===== src/rtl/dmp_pkg.sv =====
package dmp_pkg;
  localparam int unsigned CORE_LOW = 4;
  localparam int unsigned EXT_MAX  = 4;
  localparam int unsigned MODE_W   = 2;

  typedef enum logic [MODE_W-1:0] {
    MODE_8  = 2'b00,
    MODE_16 = 2'b01,
    MODE_32 = 2'b10,
    MODE_64 = 2'b11
  } mode_e;

  // active extension stages = mode + 1, packed from bit 0
  function automatic logic [EXT_MAX-1:0] ext_mask(input mode_e m);
    logic [EXT_MAX-1:0] r;
    r = '0;
    for (int i = 0; i < EXT_MAX; i++)
      if (i <= int'(m)) r[i] = 1'b1;
    return r;
  endfunction
endpackage


===== src/rtl/dmp_core45.sv =====
module dmp_core45 #(
  parameter int unsigned LOW   = dmp_pkg::CORE_LOW,
  localparam int unsigned CNT_W = $clog2(LOW + 1)
) (
  input  logic             clk_i,
  input  logic             rst_ni,
  input  logic             extend_i,
  output logic             wrap_o,
  output logic [CNT_W-1:0] cnt_o
);
  logic [CNT_W-1:0] cnt_q;
  logic [CNT_W-1:0] last;

  assign last   = extend_i ? CNT_W'(LOW) : CNT_W'(LOW - 1);
  assign wrap_o = (cnt_q == last);
  assign cnt_o  = cnt_q;

  always_ff @(posedge clk_i or negedge rst_ni) begin
    if (!rst_ni)     cnt_q <= '0;
    else if (wrap_o) cnt_q <= '0;
    else             cnt_q <= cnt_q + 1'b1;
  end
endmodule


===== src/rtl/dmp_ext_chain.sv =====
module dmp_ext_chain #(
  parameter int unsigned N_STG = dmp_pkg::EXT_MAX
) (
  input  logic             clk_i,
  input  logic             rst_ni,
  input  logic             step_i,
  input  logic [N_STG-1:0] mask_i,
  output logic             term_o
);
  logic [N_STG-1:0] stg_q;
  logic [N_STG-1:0] tog;
  logic [N_STG:0]   carry;

  assign carry[0] = step_i;

  for (genvar i = 0; i < N_STG; i++) begin : g_stg
    // divide-by-2 stage, enabled only when selected by the mode
    assign tog[i]     = carry[i] & mask_i[i];
    assign carry[i+1] = carry[i] & stg_q[i];
  end

  assign term_o = ((stg_q & mask_i) == mask_i);

  always_ff @(posedge clk_i or negedge rst_ni) begin
    if (!rst_ni) stg_q <= '0;
    else         stg_q <= stg_q ^ tog;
  end
endmodule


===== src/rtl/dmp_mod_ctrl.sv =====
module dmp_mod_ctrl
  import dmp_pkg::*;
(
  input  logic  clk_i,
  input  logic  rst_ni,
  input  logic  bound_i,
  input  logic  swallow_i,
  input  mode_e mode_i,
  output logic  mc_o,
  output mode_e mode_o
);
  logic  first_q;
  logic  mc_q;
  mode_e cfg_q;

  always_ff @(posedge clk_i or negedge rst_ni) begin
    if (!rst_ni) begin
      first_q <= 1'b1;
      mc_q    <= 1'b0;
      cfg_q   <= MODE_8;
    end else if (bound_i) begin
      first_q <= 1'b0;
      mc_q    <= swallow_i;
      cfg_q   <= mode_i;
    end
  end

  // live mode only until the first boundary
  assign mode_o = first_q ? mode_i : cfg_q;
  assign mc_o   = mc_q;
endmodule


===== src/rtl/dmod_prescaler.sv =====
module dmod_prescaler
  import dmp_pkg::*;
#(
  parameter int unsigned LOW   = CORE_LOW,
  parameter int unsigned N_STG = EXT_MAX,
  localparam int unsigned CNT_W = $clog2(LOW + 1)
) (
  input  logic              clk_i,
  input  logic              rst_ni,
  input  logic [MODE_W-1:0] mode_i,
  input  logic              swallow_i,
  output logic              div_o
);
  logic             core_wrap;
  logic [CNT_W-1:0] core_cnt;
  logic             ext_term;
  logic             period_end;
  logic             mc;
  mode_e            mode_eff;
  logic [N_STG-1:0] mask;
  logic             div_q;

  assign mask       = N_STG'(ext_mask(mode_eff));
  assign period_end = core_wrap & ext_term;

  dmp_mod_ctrl i_ctrl (
    .clk_i     (clk_i),
    .rst_ni    (rst_ni),
    .bound_i   (period_end),
    .swallow_i (swallow_i),
    .mode_i    (mode_e'(mode_i)),
    .mc_o      (mc),
    .mode_o    (mode_eff)
  );

  dmp_core45 #(.LOW(LOW)) i_core (
    .clk_i    (clk_i),
    .rst_ni   (rst_ni),
    .extend_i (mc & ext_term),
    .wrap_o   (core_wrap),
    .cnt_o    (core_cnt)
  );

  dmp_ext_chain #(.N_STG(N_STG)) i_ext (
    .clk_i  (clk_i),
    .rst_ni (rst_ni),
    .step_i (core_wrap),
    .mask_i (mask),
    .term_o (ext_term)
  );

  always_ff @(posedge clk_i or negedge rst_ni) begin
    if (!rst_ni) div_q <= 1'b0;
    else         div_q <= period_end;
  end

  assign div_o = div_q;
endmodule


===== config.mk =====
export PLATFORM = sky130hd
export DESIGN_NAME = dmod_prescaler
export DESIGN_NICKNAME = d
export VERILOG_FILES = /design/src/rtl/dmp_pkg.sv /design/src/rtl/dmp_core45.sv /design/src/rtl/dmp_ext_chain.sv /design/src/rtl/dmp_mod_ctrl.sv /design/src/rtl/dmod_prescaler.sv
export SDC_FILE = /design/constraint.sdc
export NUM_CORES = 1
export LEC_CHECK = 0
export BUFFER_PORTS_ARGS = -buffer_cell sky130_fd_sc_hd__buf_2
export CAP_MARGIN = 20
export CORE_AREA = 2 2 39 41
export DETAILED_ROUTE_END_ITERATION = 12
export DIE_AREA = 0 0 41 43
export PLACE_DENSITY_LB_ADDON = 0.3
export SLEW_MARGIN = 20
export SYNTH_ARGS = -nofsm -noshare
export SYNTH_HDL_FRONTEND = slang
export SYNTH_HIERARCHICAL = 1
export SYNTH_SLANG_ARGS = --single-unit

===== constraint.sdc =====
create_clock -name clk_i -period 8.23 [get_ports clk_i]
set_input_delay 0.823 -clock clk_i [delete_from_list [all_inputs] [get_ports clk_i]]
set_output_delay 0.823 -clock clk_i [all_outputs]
set_load 0.005 [all_outputs]

== Yosys cells after proc, flatten, opt, wreduce, memory -nomap -nowiden ==
Cells that the tools add are included.

* Register bits: 12
* Bits of input ports: 5
* Output and inout port bits: 1
* Word-level logic and storage cells: 28

* Add/subtract/negate cells: 1
* $lt $le $gt $ge: 3
* Equality and inequality tests: 2
* Muxes and demuxes: 6
* Bitwise operators: 10

{| class="wikitable"
|+ Operator list
! cell !! number
|-
| 1-bit bitwise AND || 8
|-
| 3-bit 2-to-1 mux || 2
|-
| 4-bit bitwise AND || 1
|-
| 4-bit == test || 1
|-
| 2-bit <= comparator (first input constant) || 2
|-
| 4-bit bitwise XOR || 1
|-
| 3-bit by 1-bit adder with 3-bit output (second input constant) || 1
|-
| 3-bit == test || 1
|-
| 1-bit 2-to-1 mux || 3
|-
| 1-bit by 2-bit <= comparator with 1-bit output (first input constant) || 1
|-
| 2-bit 2-to-1 mux || 1
|}

== Logic depth before layout (Yosys ltp) ==
Gate-level depths: netlist of the first run.

* Word-level depth: 13
* Depth in mapped cells: 11
* Gate-level depth less buffers: 11

== Cells and area by module ==
Netlist of the first run, hierarchy kept.

{| class="wikitable"
|+ Modules (own cells, without submodules)
! module !! times used !! cells each !! area an instance (µm²) !! seq. area each (µm²)
|-
| dmp_ext_chain || 1 || 19 || 188.9 || 100.1
|-
| dmp_mod_ctrl || 1 || 10 || 166.4 || 101.3
|-
| dmp_core45 || 1 || 13 || 157.7 || 75.1
|-
| dmod_prescaler || 1 || 7 || 58.8 || 25.0
|}

== Worst setup path after synthesis of the first run ==
Ideal clock, no wire load.

* Path kind: input to register
* Start point: in mode_i[1]
* End point: reg i_ctrl.cfg_q[0]
* Setup time: 125 ps
* Arrival time: 2691 ps
* Path slack: 5414 ps
* Stages: 10
* Path buffers: 0
* Cell sequence: mux2_2 -> or2_1 -> inv_1 -> o22ai_1 -> a221oi_1 -> and2_1 -> nand3b_1 -> o22ai_1 -> and2_1 -> mux2_2

* Longest elaborated chain between the ends: 9
* Elaborated cells on any way between the ends: 13

{| class="wikitable"
|+ Ends and longest elaborated chain
! element !! line !! RTL
|-
| from (decl) || dmod_prescaler.sv:10 || <nowiki>input logic [MODE_W-1:0] mode_i,</nowiki>
|-
| 2-bit 2-to-1 mux * || dmp_mod_ctrl.sv:29 || <nowiki>assign mode_o = first_q ? mode_i : cfg_q;</nowiki>
|-
| 1-bit by 2-bit <= comparator with 1-bit output * || dmp_pkg.sv:18 || <nowiki>if (i <= int'(m)) r[i] = 1'b1;</nowiki>
|-
| 1-bit 2-to-1 mux * || dmp_pkg.sv:18 ||
|-
| named net mask[1] || dmod_prescaler.sv:20 || <nowiki>logic [N_STG-1:0] mask;</nowiki>
|-
| 4-bit bitwise AND || dmp_ext_chain.sv:22 || <nowiki>assign term_o = ((stg_q & mask_i) == mask_i);</nowiki>
|-
| 4-bit == test * || dmp_ext_chain.sv:22 ||
|-
| named net ext_term || dmod_prescaler.sv:16 || <nowiki>logic ext_term;</nowiki>
|-
| 1-bit bitwise AND * || dmod_prescaler.sv:39 || <nowiki>.extend_i (mc & ext_term),</nowiki>
|-
| 3-bit 2-to-1 mux * || dmp_core45.sv:14 || <nowiki>assign last = extend_i ? CNT_W'(LOW) : CNT_W'(LOW - 1);</nowiki>
|-
| 3-bit == test * || dmp_core45.sv:15 || <nowiki>assign wrap_o = (cnt_q == last);</nowiki>
|-
| named net core_wrap || dmod_prescaler.sv:14 || <nowiki>logic core_wrap;</nowiki>
|-
| 1-bit bitwise AND * || dmod_prescaler.sv:24 || <nowiki>assign period_end = core_wrap & ext_term;</nowiki>
|-
| named net period_end || dmod_prescaler.sv:17 || <nowiki>logic period_end;</nowiki>
|-
| to (signal assigned) || dmp_mod_ctrl.sv:24 || <nowiki>cfg_q <= mode_i;</nowiki>
|-
| to (decl) || dmp_mod_ctrl.sv:14 || <nowiki>mode_e cfg_q;</nowiki>
|}

The timed path passes the listed nets; every way through them passes the cells marked *.
A chain may end at the register's enable or synchronous reset.

== Final worst setup path of the first run ==
* Start point: in mode_i[1]
* End point: reg i_ctrl.mc_q, in the netlist i_ctrl/mc_o

* Longest elaborated chain between the ends: 9
* Elaborated cells on any way between the ends: 13

{| class="wikitable"
|+ Ends and longest elaborated chain
! element !! line !! RTL
|-
| 2-bit 2-to-1 mux * || dmp_mod_ctrl.sv:29 ||
|-
| named net mode_eff[1] || dmod_prescaler.sv:19 || <nowiki>mode_e mode_eff;</nowiki>
|-
| 1-bit by 2-bit <= comparator with 1-bit output * || dmp_pkg.sv:18 ||
|-
| 1-bit 2-to-1 mux * || dmp_pkg.sv:18 ||
|-
| named net mask[1] || dmod_prescaler.sv:20 ||
|-
| 4-bit bitwise AND || dmp_ext_chain.sv:22 ||
|-
| 4-bit == test * || dmp_ext_chain.sv:22 ||
|-
| named net ext_term || dmod_prescaler.sv:16 ||
|-
| 1-bit bitwise AND * || dmod_prescaler.sv:39 ||
|-
| 3-bit 2-to-1 mux * || dmp_core45.sv:14 ||
|-
| 3-bit == test * || dmp_core45.sv:15 ||
|-
| named net core_wrap || dmod_prescaler.sv:14 ||
|-
| 1-bit bitwise AND * || dmod_prescaler.sv:24 ||
|-
| named net period_end || dmod_prescaler.sv:17 ||
|-
| to (signal assigned) || dmp_mod_ctrl.sv:23 || <nowiki>mc_q <= swallow_i;</nowiki>
|-
| to (decl) || dmp_mod_ctrl.sv:13 || <nowiki>logic mc_q;</nowiki>
|}

Marks and branches as above.

==> summary.md, run 1 <==
| Metric | Value |
|---|---|
| Cts repair resizes | `0` |
| Hold Crit Class | `primary input to asynchronous set/reset pin` |
| Post-DP HPWL | `701 um` |
| Setup TNS | `0 ns` |
| WL/cell | `between 10 and 15 um` |
| Netlist Area Pre-Place | `572 um^2` |
| Final hold violations | `0` |
| Hold buffers post-CTS | `0` |
| CTS tree | `done` |
| ANT nets after route | `0` |
| Sequential share of the synthesized area | `0.527` |
| Gpl congestion | `around 0.74` |
| Total routing usage reported by global routing | `0.143` |
| Layout cells sized above 1 | `0.293` |
| Core ar. | `around 0.0014 mm^2` |
| Status | `finished clean` |
| Synth top area share | `0.481` |
| Mapped Cells | `between 40 and 50` |
| Die area | `0.00176 mm^2` |
| H-tree levels | `1` |
| Top cells by area, synth | `dfrtp_1 48%, mux2_2 9.8%, xnor2_1 6.1%, dfstp_2 4.6%, and2b_2 3.1%` |
| Die W | `~41 um` |
| Vias in the first global route | `just under 400` |
| CP arrival | `around 3.1 ns` |
| Clock buffer depth | `2` |
| Main synth FF type | `dfrtp_1` |
| Seq cells post-synth | `12` |
| Fmax achieved | `roughly 0.34 GHz` |
| Rows | `14` |
| Critical Path Start Type | `primary input` |
| Max cap viols | `0` |
| Leakage | `between 0.0002 and 0.0003 uW` |
| Commonest non-fill, non-tap cells in the layout | `11 x dfrtp_1, 5 x mux2_2, 5 x buf_2` |
| EDFF count, synth | `0` |
| Post-CTS setup buffer count | `0` |
| Setup violators final | `0` |
| Num CTS Buffers | `3` |
| I/O pin count | `6` |
| Power per cell area | `341 mW/mm^2` |
| Fin crit period | `between 2 and 3 ns` |
| Clock skew | `0.00502 ns` |
| RSZ-0062 raised after global routing | `false` |
| Worst setup path category | `primary input to flop` |
| Drt first pass iters | `2` |
| Pwr Total | `~220 uW` |
| Synth unique cells | `23` |
| Synth Area per Inst | `11.7 um^2` |
| Layout Nets | `65` |
| Starting density of the core | `0.413` |
| Antenna violations before repair | `0` |
| Port bufs | `5` |
| Largest net degree at the start of global routing | `13` |
| Drt initial violations | `3` |
| Asr flop ratio synth | `1.00` |
| CTS sink count | `12` |
| DRT Wirelength | `approximately 950 um` |
| Crit path max fanout | `5` |
| Clk pin slew, worst setup/hold paths | `0.08 ns` |
| Vias per cell | `between 4 and 5` |
| Area Growth Syn to Fin | `12.5%` |
| Die H | `43 um` |
| Most common cell after layout, fill and taps aside | `dfrtp_1` |
| Worst-Skew Late Latency | `0.27 ns` |
| DRC Markers | `0` |
| Via count | `364` |
| First-pass GRT wire length | `between 1500 and 2000 um` |
| Root Buffer | `clkbuf_4` |
| Max VDD drop | `0.126 mV` |
| Worst Path Required | `about 8.4 ns` |
| Max-slew violations | `0` |
| Area leader, netlist | `dfrtp_1` |
| Crit. End Element | `flop` |
| Period utilisation layout | `0.354` |
| N_diodes | `0` |
| GR Overflow Total | `0` |
| Syn. warnings | `6` |
| Fill cells | `roughly 140` |
==> worst paths after layout <==
check | cells after the start | slack [ns] | end | from
min in group clk_i | 1 | 0.48 | i_ext/stg_q[3] | i_ext/stg_q[3]
worst min-delay path | 1 | 0.42 | i_ctrl/mc_o | rst_ni
worst max-delay path | 11 | 5.31 | i_ctrl/mc_o | mode_i[1]
worst min register to register | 1 | 0.48 | i_ext/stg_q[3] | i_ext/stg_q[3]
max in group asynchronous | 1 | 7.54 | i_ctrl/first_q | rst_ni
worst max register to register | 10 | 5.35 | i_ctrl/mc_o | i_ctrl/first_q
==> power by group <==
group | total, uW | internal, uW | switching (uW) | leakage (uW)
combinational | 74.7 | 43.8 | 30.9 | 0.000128
sequential | 107 | 84.7 | 22.1 | 0.000148
clock | 37.6 | 18.7 | 18.9 | 0.0000150
==> final cells by class <==
class / count / area (um^2) / share of cell area
inverter: 4 / 15.0 / 0.0233
multi-input combinational: 33 / 255 / 0.397
clock buffer: 4 / 26.3 / 0.0409
timing repair buffer: 5 / 25.0 / 0.0389
tap: 16 / 20.0 / 0.0311
sequential: 12 / 302 / 0.469
==> routing by layer <==
metal	routed length [um]	GRT usage	vias to the layer above	share of wire
met5	0	0	-	0
met4	0	0.0600	0	0
met3	35	0.0471	0	0.037
met2	473	0.219	5	0.50
met1	436	0.176	174	0.46
li1	-	-	185	-
==> registers in the layout, indices dropped and copies added, names as in the netlist <==
register,cells
i_ext/stg_q,4
i_ctrl/first_q,1
i_ctrl/cfg_q,2
i_core/cnt_o,3
div_o,1
i_ctrl/mc_o,1
==> critical path, stage by stage <==
cell	delay, ns
buf_2	0.10
mux2_2	0.29
or2_1	0.25
inv_1	0.06
o22ai_1	0.07
a221oi_1	0.24
and2_1	0.21
nand3b_1	0.12
o22ai_1	0.28
and2_1	0.28
mux2_2	0.36
==> per-stage QoR <==
stage                     area [um^2]  setup WS, ns  utilization  std cells  hold WS [ns]
after global routing              643          5.10        0.465         74         0.421
after floorplan                   576          5.41            -         50         0.445
after global placement            617          5.06        0.446         70         0.465
after detailed placement          617          5.02        0.446         70         0.464
after CTS                         643          5.31        0.465         74         0.414
final                             643          5.31        0.465         74         0.415
==> cell usage after synthesis (2+ instances only) <==
master,instances
nand3_1,2
mux2_2,5
o22ai_1,2
and2b_2,2
xnor2_1,4
nand3b_1,2
nand2_1,2
inv_1,4
and2_1,2
dfrtp_1,11
==> cells by family after synthesis <==
group	count (synthesis)	synth area share
xor gates and xnor gates	4	0.0613
adders and majority gates	1	0.0219
buffers and inverters	5	0.0328
DFF	12	0.527
other	1	0.00656
AOI/OAI and AO/OA	5	0.0722
muxes	5	0.0985
and+or+nand+nor	16	0.179
Power figures use the tool's default switching activity.
==> inputs of run 2 (changes only) <==
- clock period: 8.23 -> 2.8 ns (I/O delays scaled with it)
==> run 2 against run 1 <==
Critical path depth increased by 1. Clock-buffer cell count unchanged. First-iteration DRC count unchanged.
==> summary.md, run 2 (synthesized netlist as in run 1, its figures left out) <==
| Metric | Value |
|---|---|
| Status | `finished clean` |
| Clock skew | `0.00186 ns (-0.00316 ns)` |
| Crit-path cells | `mux2_2 -> or2_1 -> inv_1 -> o22ai_1 -> a221oi_2 -> and2_4 -> nand3b_1 -> o22ai_2 -> buf_4 -> and3_1 -> nand3_1 -> xnor2_1` |
| Total routing usage reported by global routing | `0.132 (-0.0113)` |
| Final instance area | `696 um^2 (+8.2%)` |
| Drt first pass iters | `4 (+2)` |
| Fmax achieved | `between 0.3 and 0.4 GHz` |
| Final hold violations | `0 (unchanged)` |
| Max-slew violations | `0 (unchanged)` |
| Num CTS Buffers | `3 (unchanged)` |
| Leakage | `0.000319 uW (+9.8%)` |
| Crit path max fanout | `4 (-1)` |
| Setup violators final | `0 (unchanged)` |
| Starting density of the core | `0.413 (unchanged)` |
| Commonest non-fill, non-tap cells in the layout | `11 x dfrtp_1, 5 x mux2_2, 5 x buf_2` |
| Drt initial violations | `3 (unchanged)` |
| Worst-Skew Late Latency | `0.27 ns (about the same)` |
| Max FFs per register | `4 (unchanged)` |
| Reg with most FFs | `i_ext/stg_q` |
| Max VDD drop | `0.373 mV (+200%)` |
| H-tree levels | `1 (unchanged)` |
| CP arrival | `2.82 ns (-0.25 ns)` |
| Worst Path Required | `2.96 ns (-5.43 ns)` |
| Die area | `0.00176 mm^2 (unchanged)` |
| Fill cells | `130 (-9.7%)` |
| Critical Path Start Type | `flop` |
| DRT Wirelength | `884 um (-6.6%)` |
| Die H | `43 um (unchanged)` |
| Rows | `14 (unchanged)` |
| Root Buffer | `clkbuf_4` |
| Hold Crit Class | `primary input to flop` |
| Period utilisation layout | `0.952` |
| Final worst setup slack | `0.135 ns (-5.18 ns)` |
| Vias in the first global route | `374 (-2.9%)` |
| Via count | `371 (+1.9%)` |
| Max cap viols | `0 (unchanged)` |
| Die W | `41 um (unchanged)` |
| DP Worst Slack | `0.0592 ns (-4.96 ns)` |
| Layout Nets | `68 (+4.6%)` |
| Area of the multi-input gates | `273 um^2 (+6.9%)` |
| Crit. End Element | `flop` |
| Clock buffer depth | `2 (unchanged)` |
| Register area | `302 um^2 (unchanged)` |
| Layout cells sized above 1 | `0.393 (+0.100)` |
| Power per cell area | `1030 mW/mm^2 (+200%)` |
| Antenna violations before repair | `0 (unchanged)` |
| Core ar. | `0.00138 mm^2 (unchanged)` |
| CTS sink count | `12 (unchanged)` |
| Slowest-stage cell, CP | `dfstp_2` |
| I/O pin count | `6 (unchanged)` |
| Cell Area, Placed | `624 um^2 (+1.2%)` |
| Largest net degree at the start of global routing | `13 (unchanged)` |
| DRC Markers | `0 (unchanged)` |
| Vias per cell | `4.82 (-2.0%)` |
| Worst setup path category | `flop to flop` |
| N_diodes | `0 (unchanged)` |
| Setup TNS | `0 ns (unchanged)` |
| Clk pin slew, worst setup/hold paths | `0.08 ns (about the same)` |
| CTS tree | `done` |
| CP peak stage delay | `0.55 ns (+0.19 ns)` |
| Area Growth Syn to Fin | `21.7%` |
| Gpl congestion | `0.769 (+3.3%)` |
| ANT nets after route | `0 (unchanged)` |
| Port bufs | `5 (unchanged)` |
| First-pass GRT wire length | `1520 um (-7.9%)` |
| Post-DP HPWL | `576 um (-18%)` |
| Most common cell after layout, fill and taps aside | `dfrtp_1` |
| RSZ-0062 raised after global routing | `false` |
| GR Overflow Total | `0 (unchanged)` |
| WL/cell | `11.5 um (-10%)` |
| Fin crit period | `approximately 2.7 ns` |
==> run 2: cell types whose count changed in the layout (fill, tap and decap cells not counted) <==
cell           previous run  this run
clkbuf_1                  1         0
clkbuf_8                  0         1
o22ai_2                   0         1
and2_1                    2         0
a221oi_2                  0         1
and2_4                    0         2
a221oi_1                  1         0
buf_4                     0         2
dlygate4sd3_1             0         1
o22ai_1                   2         1
==> run 2: power by group <==
part           leakage (uW)  total, uW  switching (uW)  internal [uW]
combinational      0.000151        265             104            160
clock             0.0000210        136            57.1           78.9
sequential         0.000148        314            65.4            249
==> run 2: path summary, 6_finish.rpt <==
kind                              endpoint      startpoint  slack [ns]  cells after the start
setup / recovery            i_ext/stg_q[3]  i_ctrl/first_q        0.14                     12
hold / removal                 i_ctrl/mc_o       swallow_i        0.24                      2
setup reg to reg            i_ext/stg_q[3]  i_ctrl/first_q        0.14                     12
hold reg to reg             i_ext/stg_q[3]  i_ext/stg_q[3]        0.49                      1
max in group asynchronous   i_ctrl/first_q          rst_ni        2.13                      2
min in group asynchronous  i_ctrl/cfg_q[0]          rst_ni        0.41                      2
==> run 2: layer usage <==
metal / part of all wire / GRT usage
met5: 0 / 0
met4: 0 / 0.0800
met3: 0.038 / 0.0471
met2: 0.45 / 0.188
met1: 0.51 / 0.162
==> run 2: area by class of cell <==
class / count / area share
clock buffers: 4 / 0.0522
inverters: 4 / 0.0216
multi-input cells: 33 / 0.392
flip-flops and latches: 12 / 0.433
well taps: 16 / 0.0288
repair buffers: 8 / 0.0719
==> run 2: stage by stage <==
stage / hold WS, ns / total power [uW] / instances / util
2_1_floorplan: -0.0156 / 483 / 50 / -
3_3_place_gp: 0.166 / 534 / 71 / 0.451
3_5_place_dp: 0.169 / 533 / 71 / 0.451
4_1_cts: 0.233 / 691 / 76 / 0.490
5_1_grt: 0.219 / 773 / 77 / 0.503
6_report: 0.242 / 715 / 77 / 0.503
==> run 2: timing repair <==
item                                    4_1_cts  5_1_grt
endpoints found under the setup margin        3        5
pin swaps                                     0        1
hold endpoints to repair                     11        0
resized for setup                             2        3
buffers inserted                              0        1
hold buffers                                  1        0
==> run 2: critical path: cells and delay by family (launching register included) <==
kind                      cells  cell delay, ns
muxes                         1            0.36
DFF                           1            0.55
and+or+nand+nor               5            0.83
buffers and inverters         2            0.21
xor gates and xnor gates      1            0.14
AOI/OAI and AO/OA             3            0.46
==> inputs of run 3 (changes only) <==
- HOLD_SLACK_MARGIN: default -> 0.02
- PLACE_DENSITY_LB_ADDON: 0.3 -> default
==> run 3 against run 2 <==
Die area unchanged. Critical path type unchanged. Core utilization shrank 0.90 points. Non-clock buffer count did not move. First-iteration DRC count down 67%. Sequential power is 1% lower. Hold slack lost 0.014 ns. Sequential share of layout area is 0.79 points higher. Sequential cell count is the same. Clock skew increased by 0.0064 ns.
==> summary.md, run 3 (synthesized netlist as in run 1, its figures left out) <==
| Metric | Value |
|---|---|
| Cell Area, Placed | `632 um^2 (+1.2%)` |
| Max FFs per register | `4 (unchanged)` |
| Clock share of power | `0.170 (-0.020)` |
| Power Internal | `450 uW (-7.7%)` |
| Drt initial violations | `1 (-2)` |
| Vias in the first global route | `351 (-6.1%)` |
| Core ar. | `0.00138 mm^2 (unchanged)` |
| Fmax achieved | `0.383 GHz (+2.0%)` |
| Switching power | `221 uW (-2.7%)` |
| Setup TNS | `0 ns (unchanged)` |
| Worst Path Required | `2.96 ns (about the same)` |
| Via count | `360 (-3.0%)` |
| CP arrival | `2.77 ns (-0.05 ns)` |
| Num CTS Buffers | `3 (unchanged)` |
| Power per cell area | `982 mW/mm^2 (-4.4%)` |
| Die area | `0.00176 mm^2 (unchanged)` |
| Met3 usage in global routing | `0.0314 (-0.0157)` |
| Crit. End Element | `flop` |
| Die W | `41 um (unchanged)` |
| Critical path startpoint | `i_ctrl/first_q` |
| Slowest-stage cell, CP | `dfstp_2` |
| N_diodes | `0 (unchanged)` |
| Hold Slack | `0.228 ns (-0.0141 ns)` |
| Layout cells sized above 1 | `0.361 (-0.0328)` |
| Fill cells | `128 (-1.5%)` |
| Commonest non-fill, non-tap cells in the layout | `11 x dfrtp_1, 5 x mux2_2, 5 x buf_2` |
| Port bufs | `5 (unchanged)` |
| Fin crit period | `2.61 ns (-0.0518 ns)` |
| Gpl congestion | `0.713 (-7.3%)` |
| GRT busiest layer | `met2` |
| I/O pin count | `6 (unchanged)` |
| First-pass GRT wire length | `1410 um (-6.9%)` |
| Reg with most FFs | `i_ext/stg_q` |
| Cell Count Post-Placement | `72 (+1.4%)` |
| R2R Path Start | `i_ctrl/first_q` |
| Layout Nets | `68 (unchanged)` |
| Final Non-Filler Cells | `77 (unchanged)` |
| Final hold violations | `0 (unchanged)` |
| Most common cell after layout, fill and taps aside | `dfrtp_1` |
| DRT Wirelength | `849 um (-4.0%)` |
| Root Buffer | `clkbuf_4` |
| Hold Crit Class | `primary input to flop` |
| Rows | `14 (unchanged)` |
| Met2 track demand over resource | `0.169 (-0.0187)` |
| Clock skew | `0.00826 ns (+0.00640 ns)` |
| Critical Path Start Type | `flop` |
| ANT nets after route | `0 (unchanged)` |
| Starting density of the core | `0.413 (unchanged)` |
| Post-DP HPWL | `613 um (+6.4%)` |
| Total routing usage reported by global routing | `0.126 (-0.00544)` |
| Drt first pass iters | `3 (-1)` |
| Switching Share | `0.329 (+0.0115)` |
| Largest net degree at the start of global routing | `13 (unchanged)` |
| Max cap viols | `0 (unchanged)` |
| Post-CTS setup buffer count | `0 (unchanged)` |
| Period utilisation layout | `0.933 (-0.0185)` |
| Clk pin slew, worst setup/hold paths | `0.08 ns (about the same)` |
| Max-slew violations | `0 (unchanged)` |
| Leakage | `0.000310 uW (-2.9%)` |
| Status | `finished clean` |
| CTS tree | `done` |
| CTS sink count | `12 (unchanged)` |
| Hold_sp | `swallow_i` |
| Worst-Skew Late Latency | `0.28 ns (about the same)` |
| DRC Markers | `0 (unchanged)` |
| Grt met1 use | `0.155 (-0.00737)` |
| GR Overflow Total | `0 (unchanged)` |
| CP peak stage delay | `0.55 ns (about the same)` |
| Sequential group share of total power | `0.462 (+0.023)` |
| H-tree levels | `1 (unchanged)` |
| Antenna violations before repair | `0 (unchanged)` |
| Final instance area | `683 um^2 (-1.8%)` |
| Die H | `43 um (unchanged)` |
| Crit-path cells | `mux2_2 -> or2_1 -> inv_1 -> o22ai_1 -> a221oi_2 -> and2_1 -> nand3b_1 -> o22ai_2 -> buf_4 -> and3_1 -> nand3_1 -> xnor2_1` |
| Vias per cell | `4.68 (-3.0%)` |
| Area Growth Syn to Fin | `19.5%` |
| Worst setup path category | `flop to flop` |
| Crit path max fanout | `4 (unchanged)` |
| Logic pwr share | `0.369 (about the same)` |
| Clock buffer depth | `2 (unchanged)` |
| WL/cell | `11.0 um (-4.0%)` |
| Setup violators final | `0 (unchanged)` |
| Max VDD drop | `0.331 mV (-11%)` |
run 3: worst paths after layout:
path,slack (ns),endpoint,cells after the start
worst max register to register,0.19,i_ext/stg_q[3],12
min in group asynchronous,0.40,i_core/cnt_o[2],2
worst max-delay path,0.19,i_ext/stg_q[3],12
max in group asynchronous,2.13,i_ctrl/first_q,2
worst min register to register,0.47,i_ext/stg_q[3],1
worst min-delay path,0.23,i_ctrl/mc_o,2
run 3: final cells by class:
type | instances | area, um^2 | share of cell area
sequential | 12 | 302 | 0.441
inverter | 4 | 15.0 | 0.0220
multi-input combinational | 33 | 270 | 0.396
clock buffer | 4 | 26.3 | 0.0385
timing repair buffer | 8 | 50.0 | 0.0733
tap | 16 | 20.0 | 0.0293
run 3: routing by layer:
metal / part of all wire / up-vias
met5: 0 / -
li1: - / 188
met1: 0.51 / 163
met4: 0.020 / 0
met3: 0.046 / 2
met2: 0.42 / 7
run 3: worst max-delay path, delay by kind of cell (launching register included):
family,cells,cell delay [ns]
mux,1,0.36
compound gates,3,0.45
buf+inv,2,0.20
simple gates,5,0.81
flops,1,0.55
xor+xnor,1,0.13
run 3: power groups by stage:
stage / sequential [uW] / clock (uW) / combinational (uW)
after global routing: 324 / 123 / 280
final: 310 / 114 / 247
after CTS: 310 / 119 / 233
after detailed placement: 313 / 0 / 230
after global placement: 310 / 0 / 225
after floorplan: 300 / 0 / 184
run 3: stage by stage:
| step | power [uW] | worst slack [ns] | util |
|---|---|---|---|
| finish | 671 | 0.187 | 0.494 |
| global placement | 536 | 0.0645 | 0.457 |
| detailed placement | 543 | 0.0633 | 0.457 |
| floorplan | 483 | 0.213 | - |
| global route | 727 | -0.00611 | 0.494 |
| CTS | 661 | 0.0377 | 0.483 |
run 3: what timing repair did:
action / 4_1_cts / 5_1_grt
setup endpoints to repair: 0 / 5
hold buffers: 1 / 0
endpoints found under the hold margin: 11 / 0
gates resized for setup: 0 / 4
